## src/rtl/pwr_mode_pkg.sv

```systemverilog
package pwr_mode_pkg;

    typedef enum logic [2:0] {
        ST_NORMAL  = 3'd0,
        ST_LOWPWR  = 3'd1,
        ST_STANDBY = 3'd2,
        ST_SLEEP   = 3'd3,
        ST_WAKE    = 3'd4
    } pm_state_e;

    localparam int MODE_W = 2;

    localparam logic [MODE_W-1:0] CODE_NORMAL  = 2'b00;
    localparam logic [MODE_W-1:0] CODE_LOWPWR  = 2'b01;
    localparam logic [MODE_W-1:0] CODE_STANDBY = 2'b10;
    localparam logic [MODE_W-1:0] CODE_SLEEP   = 2'b11;

endpackage

```

## src/rtl/pwr_cmd_decode.sv

```systemverilog
module pwr_cmd_decode (
    input  logic cmd_valid,
    input  logic cmd_cb,
    input  logic cmd_psr,
    output logic save_req,
    output logic resume_req
);

    // Save needs both control bits; resume is the save/resume bit alone.
    always_comb begin
        save_req   = cmd_valid & cmd_cb & cmd_psr;
        resume_req = cmd_valid & cmd_psr & ~cmd_cb;
    end

endmodule

```

## src/rtl/pwr_wake_timer.sv

```systemverilog
module pwr_wake_timer #(
    parameter int WAKE_CYCLES = 2_000_000
) (
    input  logic clk,
    input  logic rst_n,
    input  logic run,
    output logic done
);

    localparam int WAKE_W = (WAKE_CYCLES < 2) ? 1 : $clog2(WAKE_CYCLES + 1);
    localparam logic [WAKE_W-1:0] LAST = WAKE_W'(WAKE_CYCLES - 1);

    logic [WAKE_W-1:0] cnt_q;

    always_ff @(posedge clk or negedge rst_n) begin
        if (!rst_n) begin
            cnt_q <= '0;
        end else if (!run) begin
            cnt_q <= '0;
        end else if (cnt_q != LAST) begin
            cnt_q <= cnt_q + 1'b1;
        end
    end

    assign done = run && (cnt_q == LAST);

    // The count never runs past the last cycle of the start-up window.
    assert_wake_cnt_bound_R7: assert property (@(posedge clk) disable iff (!rst_n)
        cnt_q <= LAST);

    // Leaving the wake window clears the count for the next one.
    assert_wake_cnt_clear_R7: assert property (@(posedge clk) disable iff (!rst_n)
        !run |=> cnt_q == '0);

endmodule

```

## src/rtl/pwr_mode_fsm.sv

```systemverilog
module pwr_mode_fsm
    import pwr_mode_pkg::*;
(
    input  logic      clk,
    input  logic      rst_n,
    input  logic      lp_sel,
    input  logic      psave_sel,
    input  logic      save_req,
    input  logic      resume_req,
    input  logic      wake_done,
    output pm_state_e state_q
);

    pm_state_e state_d;
    pm_state_e active_st;
    logic      is_active;

    always_comb begin
        active_st = lp_sel ? ST_LOWPWR : ST_NORMAL;
        is_active = (state_q == ST_NORMAL) || (state_q == ST_LOWPWR);
    end

    always_comb begin
        state_d = state_q;
        unique case (state_q)
            ST_NORMAL, ST_LOWPWR: begin
                if (save_req) state_d = psave_sel ? ST_SLEEP : ST_STANDBY;
                else          state_d = active_st;
            end
            ST_STANDBY: if (resume_req) state_d = active_st;
            ST_SLEEP:   if (resume_req) state_d = ST_WAKE;
            ST_WAKE:    if (wake_done)  state_d = active_st;
            default:    state_d = ST_NORMAL;
        endcase
    end

    always_ff @(posedge clk or negedge rst_n) begin
        if (!rst_n) state_q <= ST_NORMAL;
        else        state_q <= state_d;
    end

    assert_save_standby_R3: assert property (@(posedge clk) disable iff (!rst_n)
        (is_active && save_req && !psave_sel) |=> state_q == ST_STANDBY);

    assert_save_sleep_R3: assert property (@(posedge clk) disable iff (!rst_n)
        (is_active && save_req && psave_sel) |=> state_q == ST_SLEEP);

    assert_standby_exit_R6: assert property (@(posedge clk) disable iff (!rst_n)
        (state_q == ST_STANDBY && resume_req) |=>
            (state_q == ST_NORMAL || state_q == ST_LOWPWR));

    assert_wake_hold_R8: assert property (@(posedge clk) disable iff (!rst_n)
        (state_q == ST_WAKE && !wake_done) |=> state_q == ST_WAKE);

    assert_standby_hold_R9: assert property (@(posedge clk) disable iff (!rst_n)
        (state_q == ST_STANDBY && !resume_req) |=> state_q == ST_STANDBY);

    assert_sleep_hold_R9: assert property (@(posedge clk) disable iff (!rst_n)
        (state_q == ST_SLEEP && !resume_req) |=> state_q == ST_SLEEP);

endmodule

```

## src/rtl/pwr_out_map.sv

```systemverilog
module pwr_out_map
    import pwr_mode_pkg::*;
(
    input  pm_state_e         state_q,
    output logic              bias_en,
    output logic              osc_en,
    output logic              analog_en,
    output logic              filt_en,
    output logic [MODE_W-1:0] mode_code,
    output logic              ready
);

    always_comb begin
        bias_en   = 1'b0;
        osc_en    = 1'b0;
        analog_en = 1'b0;
        filt_en   = 1'b0;
        ready     = 1'b0;
        mode_code = CODE_SLEEP;
        unique case (state_q)
            ST_NORMAL, ST_LOWPWR: begin
                bias_en   = 1'b1;
                osc_en    = 1'b1;
                analog_en = 1'b1;
                filt_en   = 1'b1;
                ready     = 1'b1;
                mode_code = (state_q == ST_LOWPWR) ? CODE_LOWPWR : CODE_NORMAL;
            end
            ST_STANDBY: begin
                bias_en   = 1'b1;
                osc_en    = 1'b1;
                mode_code = CODE_STANDBY;
            end
            ST_SLEEP: mode_code = CODE_SLEEP;
            ST_WAKE: begin
                bias_en   = 1'b1;
                osc_en    = 1'b1;
                mode_code = CODE_SLEEP;
            end
            default: mode_code = CODE_SLEEP;
        endcase
    end

endmodule

```

## src/rtl/pwr_mode_ctrl.sv

```systemverilog
module pwr_mode_ctrl
    import pwr_mode_pkg::*;
#(
    parameter int WAKE_CYCLES = 2_000_000
) (
    input  logic       clk,
    input  logic       rst_n,
    input  logic       cfg_lp_sel,
    input  logic       cfg_psave_sel,
    input  logic       cmd_valid,
    input  logic       cmd_cb,
    input  logic       cmd_psr,
    output logic       bias_en,
    output logic       osc_en,
    output logic       analog_en,
    output logic       filt_en,
    output logic [1:0] mode_code,
    output logic       ready
);

    pm_state_e state_q;
    logic      save_req;
    logic      resume_req;
    logic      wake_run;
    logic      wake_done;

    pwr_cmd_decode u_dec (
        .cmd_valid  (cmd_valid),
        .cmd_cb     (cmd_cb),
        .cmd_psr    (cmd_psr),
        .save_req   (save_req),
        .resume_req (resume_req)
    );

    assign wake_run = (state_q == ST_WAKE);

    pwr_wake_timer #(.WAKE_CYCLES(WAKE_CYCLES)) u_timer (
        .clk   (clk),
        .rst_n (rst_n),
        .run   (wake_run),
        .done  (wake_done)
    );

    pwr_mode_fsm u_fsm (
        .clk        (clk),
        .rst_n      (rst_n),
        .lp_sel     (cfg_lp_sel),
        .psave_sel  (cfg_psave_sel),
        .save_req   (save_req),
        .resume_req (resume_req),
        .wake_done  (wake_done),
        .state_q    (state_q)
    );

    pwr_out_map u_out (
        .state_q   (state_q),
        .bias_en   (bias_en),
        .osc_en    (osc_en),
        .analog_en (analog_en),
        .filt_en   (filt_en),
        .mode_code (mode_code),
        .ready     (ready)
    );

    // Operation becomes ready only by coming out of a save or wake state.
    assert_ready_rise_R7: assert property (@(posedge clk) disable iff (!rst_n)
        $rose(ready) |-> ($past(mode_code) == CODE_SLEEP || $past(mode_code) == CODE_STANDBY));

    // Filter convolution stops whenever conversions are not possible.
    assert_filter_active_R10: assert property (@(posedge clk) disable iff (!rst_n)
        filt_en |-> (ready && mode_code[1] == 1'b0));

    // A sleep code with the oscillator running is only the wake window.
    assert_wake_osc_R7: assert property (@(posedge clk) disable iff (!rst_n)
        (mode_code == CODE_SLEEP && osc_en) |-> !ready);

endmodule

```

## config.mk

```make
export PLATFORM = sky130hd
export DESIGN_NAME = pwr_mode_ctrl
export DESIGN_NICKNAME = d
export VERILOG_FILES = /design/src/rtl/pwr_mode_pkg.sv /design/src/rtl/pwr_cmd_decode.sv /design/src/rtl/pwr_wake_timer.sv /design/src/rtl/pwr_mode_fsm.sv /design/src/rtl/pwr_out_map.sv /design/src/rtl/pwr_mode_ctrl.sv
export SDC_FILE = /design/constraint.sdc
export NUM_CORES = 1
export LEC_CHECK = 0
export ABC_AREA = 1
export BUFFER_PORTS_ARGS = -buffer_cell sky130_fd_sc_hd__buf_2
export CAP_MARGIN = 20
export CORE_MARGIN = 2
export CORE_UTILIZATION = 47
export CTS_BUF_LIST = sky130_fd_sc_hd__clkbuf_4
export CTS_CLUSTER_DIAMETER = 100
export DETAILED_ROUTE_END_ITERATION = 8
export PLACE_DENSITY = 0.75
export RECOVER_POWER = 50
export SYNTH_ARGS = -nofsm -noshare
export SYNTH_HDL_FRONTEND = slang
export SYNTH_SLANG_ARGS = --single-unit
```

## constraint.sdc

```tcl
create_clock -name clk -period 1.4 [get_ports clk]
set_input_delay 0.28 -clock clk [delete_from_list [all_inputs] [get_ports clk]]
set_output_delay 0.28 -clock clk [all_outputs]
set_load 0.01 [all_outputs]
```

Word-level counts from Yosys, hierarchy flattened
Index checks and enable logic that the tools add are counted.
{"block": "totals", "ff_bits": 24, "latch_bits": 0, "ramBits": 0, "rom_bits": 0, "inputBits": 7, "word_cells": 36, "memories": 0}
{"block": "op_classes", "add_sub_neg": 1, "n_mul": 0, "div_mod_pow": 0, "order_cmp": 0, "eq_ne": 10, "n_shift": 0, "muxes": 13, "n_bitwise": 5, "reduce_logical": 5}
{"cell": "$mux 21", "n": 2}
{"cell": "$add 21x1->21 const B", "n": 1}
{"cell": "$eq 21x21->1 const B", "n": 1}
{"cell": "$ne 21x21->1 const B", "n": 1}
{"cell": "$mux 3", "n": 4}
{"cell": "$pmux 3 s4", "n": 1}
{"cell": "$eq 3x2->1 const B", "n": 2}
{"cell": "$ne 2x2->1 const B", "n": 3}
{"cell": "$mux 1", "n": 5}
{"cell": "$and 1x1->1", "n": 4}
{"cell": "$pmux 2 s2", "n": 1}
{"cell": "$reduce_or 4->1", "n": 1}
{"cell": "$eq 3x1->1 const B", "n": 1}
{"cell": "$eq 3x3->1 const B", "n": 1}
{"cell": "$logic_not 3->1", "n": 1}
{"cell": "$reduce_and 3->1", "n": 1}
{"cell": "$ne 2x1->1 const B", "n": 1}
{"cell": "$reduce_or 2->1", "n": 1}
{"cell": "$logic_and 1x1->1", "n": 1}
{"cell": "$not 1->1", "n": 1}

Depth between registers and ports, before layout
Gate-level depths: netlist of the first run.
{"block": "depth", "depth_word": 4, "mapped_depth": 8}

Cells and area by module
From an unflattened synthesis of the first run, not the netlist that was laid out.
{"block": "unflattened", "cells_unflattened": 248, "hier_area_um2": 1622.8}
{"mod": "pwr_wake_timer", "n_inst": 1, "cells_each": 197, "area_each_um2": 1341.3, "seq_area_each_um2": 525.5}
{"mod": "pwr_mode_fsm", "n_inst": 1, "cells_each": 32, "area_each_um2": 196.4, "seq_area_each_um2": 75.1}
{"mod": "pwr_out_map", "n_inst": 1, "cells_each": 12, "area_each_um2": 56.3, "seq_area_each_um2": 0.0}
{"mod": "pwr_cmd_decode", "n_inst": 1, "cells_each": 4, "area_each_um2": 15.0, "seq_area_each_um2": 0.0}
{"mod": "pwr_mode_ctrl", "n_inst": 1, "cells_each": 3, "area_each_um2": 13.8, "seq_area_each_um2": 0.0}

Worst setup path after synthesis of the first run
OpenSTA, ideal clock, no wires.
{"block": "synth_path", "kind": "register to output", "from": "reg u_fsm.state_q[1]", "to": "out osc_en", "arrival_time_ns": 1.187, "slack_ns": -0.067, "stages_incl_launch_ff": 5, "cell_sequence": "dfrtp_1 > nor2_1 > inv_1 > nand3b_1 > buf_4"}
{"block": "synth_between", "elab_chain_cells": 3, "word_cells_on_any_way": 6, "classes_between": "eq/ne (3); mux (1); reduce/logical (2)"}
{"item": "start, declared", "line_no": "pwr_mode_fsm.sv:11", "text": "output pm_state_e state_q"}
{"item": "start signal, assigned", "line_no": "pwr_mode_fsm.sv:39", "text": "else state_q <= state_d;"}
{"item": "$eq 3x3->1 (tied with other cells)"}
{"item": "$reduce_or 4->1 (no source line) (*)"}
{"item": "$mux 1 (*)"}
{"item": "end, declared", "line_no": "pwr_mode_ctrl.sv:14", "text": "output logic osc_en,"}
Mark *: on every way between the ends. The rest lies on a longest branch, timed or not.

Final worst setup path of the first run
{"block": "layout_path", "from": "reg u_fsm.state_q[2]", "to": "out mode_code[0]"}
{"block": "layout_between", "elab_chain_cells": 3, "word_cells_on_any_way": 6, "classes_between": "eq/ne (2); mux (2); reduce/logical (2)"}
{"item": "$eq 3x1->1 / $logic_not 3->1 (equally long branches)", "line_no": "pwr_out_map.sv:20, pwr_out_map.sv:27"}
{"item": "$mux 1 / $reduce_or 2->1 (equally long branches)"}
{"item": "$pmux 2 s2 (*)", "line_no": "pwr_out_map.sv:20", "text": "unique case (state_q)"}
{"item": "end, declared", "line_no": "pwr_mode_ctrl.sv:17", "text": "output logic [1:0] mode_code,"}
Marks and branches as above.

==> results of run 1 <==
-- worst max-delay path by stage --
stage	depth (start not counted)	slack, ns	from	endpoint
detailed placement	7	0.03	u_timer.cnt_q[0]	u_fsm.state_q[0]
CTS	4	-0.05	u_fsm.state_q[0]	osc_en
floorplan	4	0.04	u_fsm.state_q[1]	osc_en
global route	4	-0.17	u_fsm.state_q[1]	osc_en
global placement	7	0.07	u_timer.cnt_q[0]	u_timer.cnt_q[0]
finish	4	-0.09	u_fsm.state_q[2]	mode_code[0]
-- cell families (layout without fill, tap and decap cells) --
| group | after synthesis | in the layout |
|---|---|---|
| buffers and inverters | 30 | 59 |
| XOR/XNOR | 4 | 4 |
| AND/OR/NAND/NOR | 130 | 130 |
| adder cells (fa/ha/maj) | 1 | 1 |
| AO/OA/AOI/OAI | 24 | 24 |
| flip-flops | 24 | 24 |
-- critical path: cells and delay by family (launching register included) --
| kind | cells | cell delay, ns |
|---|---|---|
| flops | 1 | 0.48 |
| simple gates | 1 | 0.13 |
| buf+inv | 3 | 0.28 |
-- cell usage after synthesis, types with 3 or more instances --
cell      instances
buf_4             4
a31oi_1           4
nand3_1          14
nor2_2            3
nand3_2           3
dfrtp_1          24
o21ai_0          11
inv_1            24
nor2_1           42
xor2_1            3
nand2_2           4
nand4_1           3
nand3b_1          3
nand2_1          55
a21oi_1           7
-- power breakdown --
part | leakage, nW | switching (mW) | internal (mW) | total (mW)
Sequential | 0.318 | 0.0768 | 0.744 | 0.821
Combinational | 0.443 | 0.340 | 0.341 | 0.680
Clock | 0.0154 | 0.216 | 0.105 | 0.321
Total | 0.777 | 0.632 | 1.19 | 1.82
-- repair_timing --
| action | in CTS | in global routing |
|---|---|---|
| gates cloned | 0 | 0 |
| endpoints found under the hold margin | 24 | 0 |
| pin swaps | 3 | 9 |
| gates resized for setup | 6 | 29 |
| buffers inserted | 4 | 7 |
| endpoints found under the setup margin | 7 | 27 |
| hold buffers | 1 | 0 |
-- per-stage QoR --
stage,instances,util [%],hold slack (ns),setup WS [ns]
after global placement,270,52.9,0.292,0.0669
after CTS,279,55.7,0.270,-0.0526
final,286,60.3,0.252,-0.0907
after floorplan,213,-,-0.0156,0.0444
after detailed placement,270,52.9,0.298,0.0340
after global routing,286,60.3,0.274,-0.170
-- per-layer routing --
metal,up-vias,track usage [%],wire length [µm]
li1,727,-,-
met4,0,3.81,29
met5,-,0,0
met3,5,2.60,194
met2,42,31.7,1550
met1,644,28.8,1550
-- state kept, by name, summed over array words and instances (netlist names) --
signal and flops:
u_timer.cnt_q 21, u_fsm.state_q 3
-- layout make-up --
class | instances | area share, %
clock buffers | 3 | 1.23
clock inverters | 1 | 0.205
inverters | 26 | 5.75
multi-input cells | 159 | 45.3
flip-flops and latches | 24 | 33.5
well taps | 44 | 3.01
repair buffers | 29 | 11.0
==> impl_metrics.csv, run 1 <==
group,metric,value,unit
power_and_ir_drop,power.total,1.82,mW
global_route,grt_usage,19.9,%
global_route,grt_max_degree,25,
power_and_ir_drop,ir_drop,0.000954,V
synthesis,yosysTopAreaCell,"dfrtp_1",
timing,fmax,671,MHz
cells_and_area,syn_to_final_growth,23.4,%
clock_tree,numCtsBuffers,3,
timing,min_period_over_period,106,%
timing,rsz0062_at_grt,"yes",
timing,period_minus_slack,1.49,ns
cells_and_area,regArea,612,µm²
cells_and_area,final_cell_mix,"nand2_1, nor2_1, inv_1",
synthesis,ys.warnings.count,0,
drt,drc,0,
drt,avgRoutedWirePerCell,11.6,µm
floorplan,core,3030,µm²
power_and_ir_drop,p_leak,0.777,nW
drt,drtIter0Drc,74,
worst_setup_path,r2r_end,"u_timer.cnt_q[16]",
cells_and_area,antenna_cells,0,
clock_tree,tritoncts,"done",
worst_hold_path,holdPathEnd,"u_fsm.state_q[1]",
drt,vias,1418,
clock_tree,cts_sinks,24,
drt,ant_nets,0,
synthesis,ys_top_cells_by_area,"dfrtp_1, nand2_1, nor2_1",
synthesis,ys_seq_area_share,40.6,%
worst_setup_path,critPathMaxStageDelay,0.48,ns
global_route,grt_overflow,0,
worst_setup_path,critical_path_class,"flip-flop to primary output",
synthesis,synthCells,213,
timing,finClkSkew,0.00177,ns
drt,wl,3.32,mm
floorplan,fp.dieArea,3610,µm²
synthesis,syn_avg_cell_area,6.95,µm²
placed_design,place.port_buffers,13,
placed_design,dp_hpwl,2.28,mm
cells_and_area,n_fill_cell,278,
cells_and_area,final_common_cell,"nand2_1",
worst_setup_path,worstSetupStartpointType,"flip-flop",
worst_hold_path,hold_path_class,"primary input to flip-flop",
clock_tree,cts_buffer_depth,2,
synthesis,synth_area,1480,µm²
global_route,grt_first_pass_wirelength,5.48,mm
synthesis,synthSimpleGateAreaFrac,39.1,%
global_route,grt_pass1_vias,1237,
synthesis,synth_compound_area_share,8.45,%
drt,drt_first_pass_iters,4,
cells_and_area,fin_nets,251,
worst_setup_path,crit_chain,"nor2_4 -> inv_2 -> buf_4 -> buf_6",
worst_setup_path,endpoint_kind,"primary output",
cells_and_area,drive_gt1_share,28.9,%
worst_setup_path,worst_r2r_startpoint,"u_timer.cnt_q[0]",
placed_design,placed_area,1600,µm²
timing,finalSetupTns,-0.427,ns
cells_and_area,fin_area,1830,µm²
synthesis,synth_fp_nets,221,
floorplan,fp-row-count,20,
synthesis,synth_fa_ha_area_share,0.845,%
floorplan,ios,14,
timing,setup_slack,-0.0907,ns
drt,via_per_inst,4.96,
power_and_ir_drop,powerDensity,997,nW/µm²
clock_tree,cts_root_buffer,"clkbuf_4",
clock_tree,insertion_delay,0.32,ns
synthesis,synth_seq_cells,24,
synthesis,synth_cell_types,22,
synthesis,async_reset_ff_share,100,%
worst_hold_path,hold_path_startpoint,"cmd_cb",
worst_setup_path,arrival,1.21,ns
floorplan,die_y,60.1,µm
timing,final-hold-violation-count,0,
worst_hold_path,hold_depth,3,
run,drv_cap,0,
worst_setup_path,required,1.12,ns
timing,setup_viol,6,
timing,final_max_slew_viol_count,0,
floorplan,die_w,60.1,µm
worst_setup_path,slowest_stage,"dfrtp_2",
timing,relSlewSlack,59.3,%
worst_setup_path,regToRegSetupSlack,0.05,ns
worst_setup_path,r2r_cells,7,
synthesis,synth_mux_area_share,0,%
clock_tree,path_clk_slew,0.13,ns
floorplan,start_util,48.9,%
status,status,"complete, but fails checks",
global_route,antenna_found_initial,0,
synthesis,synth-edff-count,0,
status,violations,"negative setup slack",
timing,worstMarginPinSlew,0.610,ns
synthesis,synth_top_area_share,40.6,%
worst_setup_path,critPathMaxFanout,4,
synthesis,ys.flop_type,"dfrtp_1",
placed_design,gp_congestion,0.920,
cells_and_area,multi_input_area,828,µm²
synthesis,synth_xor_area_share,2.37,%
clock_tree,htreeDepth,1,
synthesis,synth_top_family_by_area,"simple AND/OR/NAND/NOR gates",
(Power assumes the default switching activity.)
==> run 2: changes to the inputs <==
--- a/config.mk
+++ b/config.mk
@@ -8,10 +8,11 @@
 export ABC_AREA = 1
 export BUFFER_PORTS_ARGS = -buffer_cell sky130_fd_sc_hd__buf_2
 export CAP_MARGIN = 20
+export CORE_ASPECT_RATIO = 1.5
 export CORE_MARGIN = 2
 export CORE_UTILIZATION = 47
 export CTS_BUF_LIST = sky130_fd_sc_hd__clkbuf_4
-export CTS_CLUSTER_DIAMETER = 100
+export CTS_CLUSTER_DIAMETER = 120
 export DETAILED_ROUTE_END_ITERATION = 8
 export PLACE_DENSITY = 0.75
 export RECOVER_POWER = 50
==> run 2 against run 1 <==
  * The flow still finishes with violations (negative setup slack)
  * Final cell count shrank 2.4%
  * Clock power is essentially flat
  * Critical path depth is the same
  * Sequential power shrank 3.3%
  * Sequential share of layout area grew 0.45 points
  * First-iteration DRC count shrank 27%
  * Largest power group unchanged
==> impl_metrics.csv, run 2 (synthesis results as in run 1) <==
group,metric,value,unit
run,drv_cap,0,
clock_tree,cts_root_buffer,"clkbuf_4",
timing,final-hold-violation-count,0,
floorplan,core,3070,µm²
clock_tree,insertion_delay,0.33,ns
placed_design,gp_congestion,0.870,
global_route,grt_pass1_vias,1396,
cells_and_area,drive_gt1_share,25.9,%
timing,setup_viol,6,
timing,setup_slack,-0.137,ns
timing,worstMarginPinSlew,0.605,ns
cells_and_area,largest_reg_flops,21,
clock_tree,path_clk_slew,0.13,ns
floorplan,start_util,48.3,%
floorplan,ios,14,
power_and_ir_drop,powerDensity,1030,nW/µm²
clock_tree,numCtsBuffers,3,
clock_tree,cts_sinks,24,
drt,ant_nets,0,
global_route,grt_first_pass_wirelength,5.84,mm
status,status,"complete, but fails checks",
worst_setup_path,arrival,1.26,ns
timing,period_minus_slack,1.54,ns
global_route,grt_overflow,0,
floorplan,die_y,72.7,µm
drt,drc,0,
drt,drtIter0Drc,54,
clock_tree,cts_buffer_depth,2,
global_route,grt_usage,21.1,%
timing,finalSetupTns,-0.643,ns
drt,drt_first_pass_iters,4,
cells_and_area,top_regs,"u_timer.cnt_q (21), u_fsm.state_q (3)",
worst_setup_path,endpoint_kind,"primary output",
cells_and_area,n_fill_cell,293,
timing,final_max_slew_viol_count,0,
clock_tree,tritoncts,"done",
worst_hold_path,hold_path_class,"primary input to flip-flop",
worst_setup_path,critPathMaxFanout,4,
timing,rsz0062_at_grt,"yes",
global_route,grt_max_degree,25,
timing,fmax,650,MHz
timing,relSlewSlack,59.7,%
cells_and_area,final_cell_mix,"nand2_1, nor2_1, inv_1",
power_and_ir_drop,ir_drop,0.000844,V
clock_tree,htreeDepth,1,
cells_and_area,antenna_cells,0,
drt,via_per_inst,5.04,
power_and_ir_drop,power.total,1.85,mW
worst_setup_path,critical_path_class,"flip-flop to primary output",
worst_setup_path,worstSetupStartpointType,"flip-flop",
cells_and_area,final_common_cell,"nand2_1",
floorplan,die_w,49.8,µm
cells_and_area,syn_to_final_growth,20.8,%
placed_design,dp_hpwl,2.52,mm
cells_and_area,fin_nets,249,
placed_design,place.port_buffers,13,
global_route,antenna_found_initial,0,
worst_setup_path,required,1.12,ns
drt,vias,1407,
cells_and_area,regMostFlops,"u_timer.cnt_q",
drt,wl,3.44,mm
timing,fin_hold_ws,0.247,ns
drt,avgRoutedWirePerCell,12.3,µm
status,violations,"negative setup slack",
timing,finClkSkew,0.00133,ns
power_and_ir_drop,p_leak,0.775,nW
timing,min_period_over_period,110,%
floorplan,fp.dieArea,3620,µm²
floorplan,fp-row-count,25,
[run 2: layer usage]
metal	share of wire [%]	global-route usage, %
met4	2.8	10.5
met2	54	39.0
met5	0	0
met3	2.1	2.46
met1	41	23.5
[run 2: report_power, final]
part	switching, mW	internal, mW
Clock	0.221	0.101
Sequential	0.0568	0.738
Combinational	0.350	0.381
[run 2: timing repair]
action | CTS | global route
setup buffers | 4 | 5
pin swaps | 2 | 3
hold buffers | 1 | 0
endpoints found under the hold margin | 24 | 0
setup endpoints to repair | 14 | 21
cloned | 0 | 0
resized for setup | 5 | 21
[run 2: through the flow]
step                      std cells  setup slack (ns)  util [%]  cell area (µm²)
after floorplan                 213            0.0444         -             1480
after global placement          266          -0.00488      52.1             1600
after detailed placement        266           -0.0465      52.1             1600
after CTS                       274            -0.100      55.0             1690
after global routing            279            -0.193      58.3             1790
final                           279            -0.137      58.3             1790
[run 2: path summary, 6_finish.rpt]
check	start	end	slack (ns)	cells after the start
min in group asynchronous	rst_n	u_timer.cnt_q[13]	0.47	2
hold / removal	cmd_cb	u_fsm.state_q[1]	0.25	3
max in group asynchronous	rst_n	u_timer.cnt_q[7]	0.50	2
setup / recovery	u_fsm.state_q[1]	analog_en	-0.14	4
setup reg to reg	u_timer.cnt_q[0]	u_timer.cnt_q[6]	0.07	6
hold reg to reg	u_timer.cnt_q[2]	u_timer.cnt_q[2]	0.57	1
[run 2: cell type report]
cell class                 instances  area (µm²)  area share, %
multi-input combinational        159         808           45.2
sequential                        24         607           33.9
timing repair buffer              27         201           11.3
inverter                          26        98.8           5.53
tap                               40        50.0           2.80
clock buffer                       3        22.5           1.26
[run 2: worst max-delay path, cell delays in order, from the launching register on]
cell and delay [ns]:
dfrtp_1 0.44, nor2_2 0.16, buf_4 0.13, buf_6 0.10, buf_6 0.09
==> run 3: changes to the inputs <==
--- a/config.mk
+++ b/config.mk
@@ -14,7 +14,7 @@
 export CTS_BUF_LIST = sky130_fd_sc_hd__clkbuf_4
 export CTS_CLUSTER_DIAMETER = 120
 export DETAILED_ROUTE_END_ITERATION = 8
-export PLACE_DENSITY = 0.75
+export PLACE_DENSITY = 0.73
 export RECOVER_POWER = 50
 export SYNTH_ARGS = -nofsm -noshare
 export SYNTH_HDL_FRONTEND = slang
==> constraint.sdc (replaced) <==
create_clock -name clk -period 2 [get_ports clk]
set_input_delay 0.4 -clock clk [delete_from_list [all_inputs] [get_ports clk]]
set_output_delay 0.4 -clock clk [all_outputs]
set_load 0.1 [all_outputs]
==> run 3 against run 2 <==
  * Final cell count is 4.7% lower
  * Largest power group is now combinational logic
  * Worst setup slack better by 0.21 ns
  * Global-route usage is 1.2 points lower
  * Power is 13% lower
  * The flow now finishes without violations
  * Sequential share of layout area is 3.6 points higher
  * Highest routed layer unchanged
  * Sequential cell count stayed put
  * Combinational power is 14% higher
  * Largest cell class unchanged
  * Clock power is 31% lower
  * Register-to-register slack better by 0.36 ns
==> impl_metrics.csv, run 3 (synthesis results as in run 1) <==
group,metric,value,unit
cells_and_area,top_regs,"u_timer.cnt_q (21), u_fsm.state_q (3)",
cells_and_area,final_common_cell,"nand2_1",
drt,avgRoutedWirePerCell,11.6,µm
timing,final_max_slew_viol_count,0,
clock_tree,insertion_delay,0.32,ns
worst_setup_path,worst_r2r_startpoint,"u_timer.cnt_q[0]",
timing,setup_slack,0.0691,ns
floorplan,ios,14,
power_and_ir_drop,ir_drop,0.00181,V
drt,wl,3.08,mm
placed_design,dp_hpwl,2.36,mm
global_route,grt_overflow,0,
cells_and_area,final_util,52.2,%
clock_tree,cts_sinks,24,
floorplan,core,3070,µm²
worst_setup_path,required,1.60,ns
power_and_ir_drop,p_leak,0.705,nW
worst_setup_path,arrival,1.53,ns
clock_tree,cts_buffer_depth,2,
timing,final-hold-violation-count,0,
cells_and_area,final_cell_mix,"nand2_1, nor2_1, dfrtp_1",
worst_setup_path,critical_path_class,"flip-flop to primary output",
worst_setup_path,r2r_cells,7,
placed_design,place.port_buffers,13,
global_route,grt_first_pass_wirelength,5.59,mm
worst_setup_path,r2r_end,"u_timer.cnt_q[0]",
drt,vias,1326,
status,status,"complete, no violations",
cells_and_area,largest_reg_flops,21,
power_and_ir_drop,powerDensity,1010,nW/µm²
clock_tree,cts_root_buffer,"clkbuf_4",
worst_hold_path,hold_path_class,"primary input to async pin",
placed_design,dp.cells,262,
timing,setup_viol,0,
cells_and_area,syn_to_final_growth,8.03,%
worst_setup_path,endpoint_kind,"primary output",
floorplan,die_y,72.7,µm
cells_and_area,drive_gt1_share,13.7,%
placed_design,dp_slack,0.348,ns
worst_setup_path,critPathMaxFanout,5,
drt,ant_nets,0,
power_and_ir_drop,power.total,1.61,mW
global_route,grt_usage,19.9,%
drt,drtIter0Drc,24,
cells_and_area,regMostFlops,"u_timer.cnt_q",
cells_and_area,final_cells,266,
timing,finClkSkew,0.00438,ns
timing,period_minus_slack,1.93,ns
clock_tree,tritoncts,"done",
timing,worstMarginPinSlew,1.30,ns
clock_tree,path_clk_slew,0.13,ns
floorplan,start_util,48.3,%
run,drv_cap,0,
timing,min_period_over_period,96.5,%
floorplan,fp.dieArea,3620,µm²
cells_and_area,n_fill_cell,338,
clock_tree,numCtsBuffers,3,
cells_and_area,antenna_cells,0,
cells_and_area,fin_nets,235,
global_route,grt_pass1_vias,1331,
worst_setup_path,worstSetupStartpointType,"flip-flop",
floorplan,die_w,49.8,µm
global_route,grt_max_degree,25,
clock_tree,htreeDepth,1,
timing,rsz0062_at_grt,"yes",
timing,fmax,518,MHz
drt,drc,0,
floorplan,fp-row-count,25,
timing,relSlewSlack,13.2,%
drt,drt_first_pass_iters,4,
worst_setup_path,regToRegSetupSlack,0.43,ns
global_route,antenna_found_initial,0,
drt,via_per_inst,4.98,
placed_design,gp_congestion,0.788,
==> run 3: cell types whose count changed in the layout (fill, tap and decap cells not counted), moves of 2 or more <==
cell	previous run	this run
buf_4	12	0
nor2_1	33	42
nor2_2	11	3
buf_6	5	0
dfrtp_1	19	24
dfrtp_2	5	0
buf_2	8	10
clkbuf_4	3	5
inv_2	3	1
nand3_2	1	3
nand3_4	2	0
==> run 3: how the worst max path moves through the flow <==
stage                     start      end  slack, ns  cells after the start
2_1_floorplan  u_fsm.state_q[2]   osc_en      -1.35                      4
3_3_place_gp   u_fsm.state_q[2]  bias_en       0.38                      4
3_5_place_dp   u_fsm.state_q[2]  bias_en       0.35                      4
4_1_cts        u_fsm.state_q[2]  bias_en      -0.04                      4
5_1_grt        u_fsm.state_q[2]   osc_en      -0.02                      4
6_report       u_fsm.state_q[2]  bias_en       0.07                      4
==> run 3: routing by layer <==
layer | part of all wire, % | global-route usage [%] | up-vias
met2 | 54 | 37.6 | 17
li1 | - | - | 702
met5 | 0 | 0 | -
met1 | 42 | 22.0 | 601
met4 | 1.7 | 8.02 | 0
met3 | 2.0 | 2.66 | 6
==> run 3: repair_timing <==
item | 4_1_cts | 5_1_grt
hold buffers | 0 | 0
gates resized for setup | 0 | 2
setup buffers | 0 | 0
setup endpoints to repair | 2 | 2
==> run 3: layout make-up <==
| class | count | area, µm² | share of cell area (%) |
|---|---|---|---|
| Inverter | 26 | 103 | 6.42 |
| Clock inverter | 1 | 3.75 | 0.235 |
| Clock buffer | 3 | 22.5 | 1.41 |
| Sequential cell | 24 | 601 | 37.6 |
| Tap cell | 40 | 50.0 | 3.13 |
| Timing Repair Buffer | 13 | 68.8 | 4.30 |
| Multi-Input combinational cell | 159 | 751 | 46.9 |
==> run 3: critical path: stages (launching register included) <==
cell        delay, ns
dfrtp_1          0.47
nor2_4           0.19
clkinvlp_4       0.11
nand3b_1         0.10
clkbuf_4         0.33
==> run 3: stage by stage <==
stage,area (µm²),hold slack (ns),TNS [ns]
floorplan,1500,0.104,-2.58
global placement,1580,0.420,0
detailed placement,1580,0.419,0
CTS,1600,0.0542,-0.0736
global route,1600,0.407,-0.0297
finish,1600,0.333,0
==> run 3: power by group <==
part | internal, mW | total, mW | switching, mW
Combinational | 0.126 | 0.832 | 0.706
Sequential | 0.516 | 0.556 | 0.0397
Clock | 0.0732 | 0.223 | 0.149
Total | 0.716 | 1.61 | 0.895
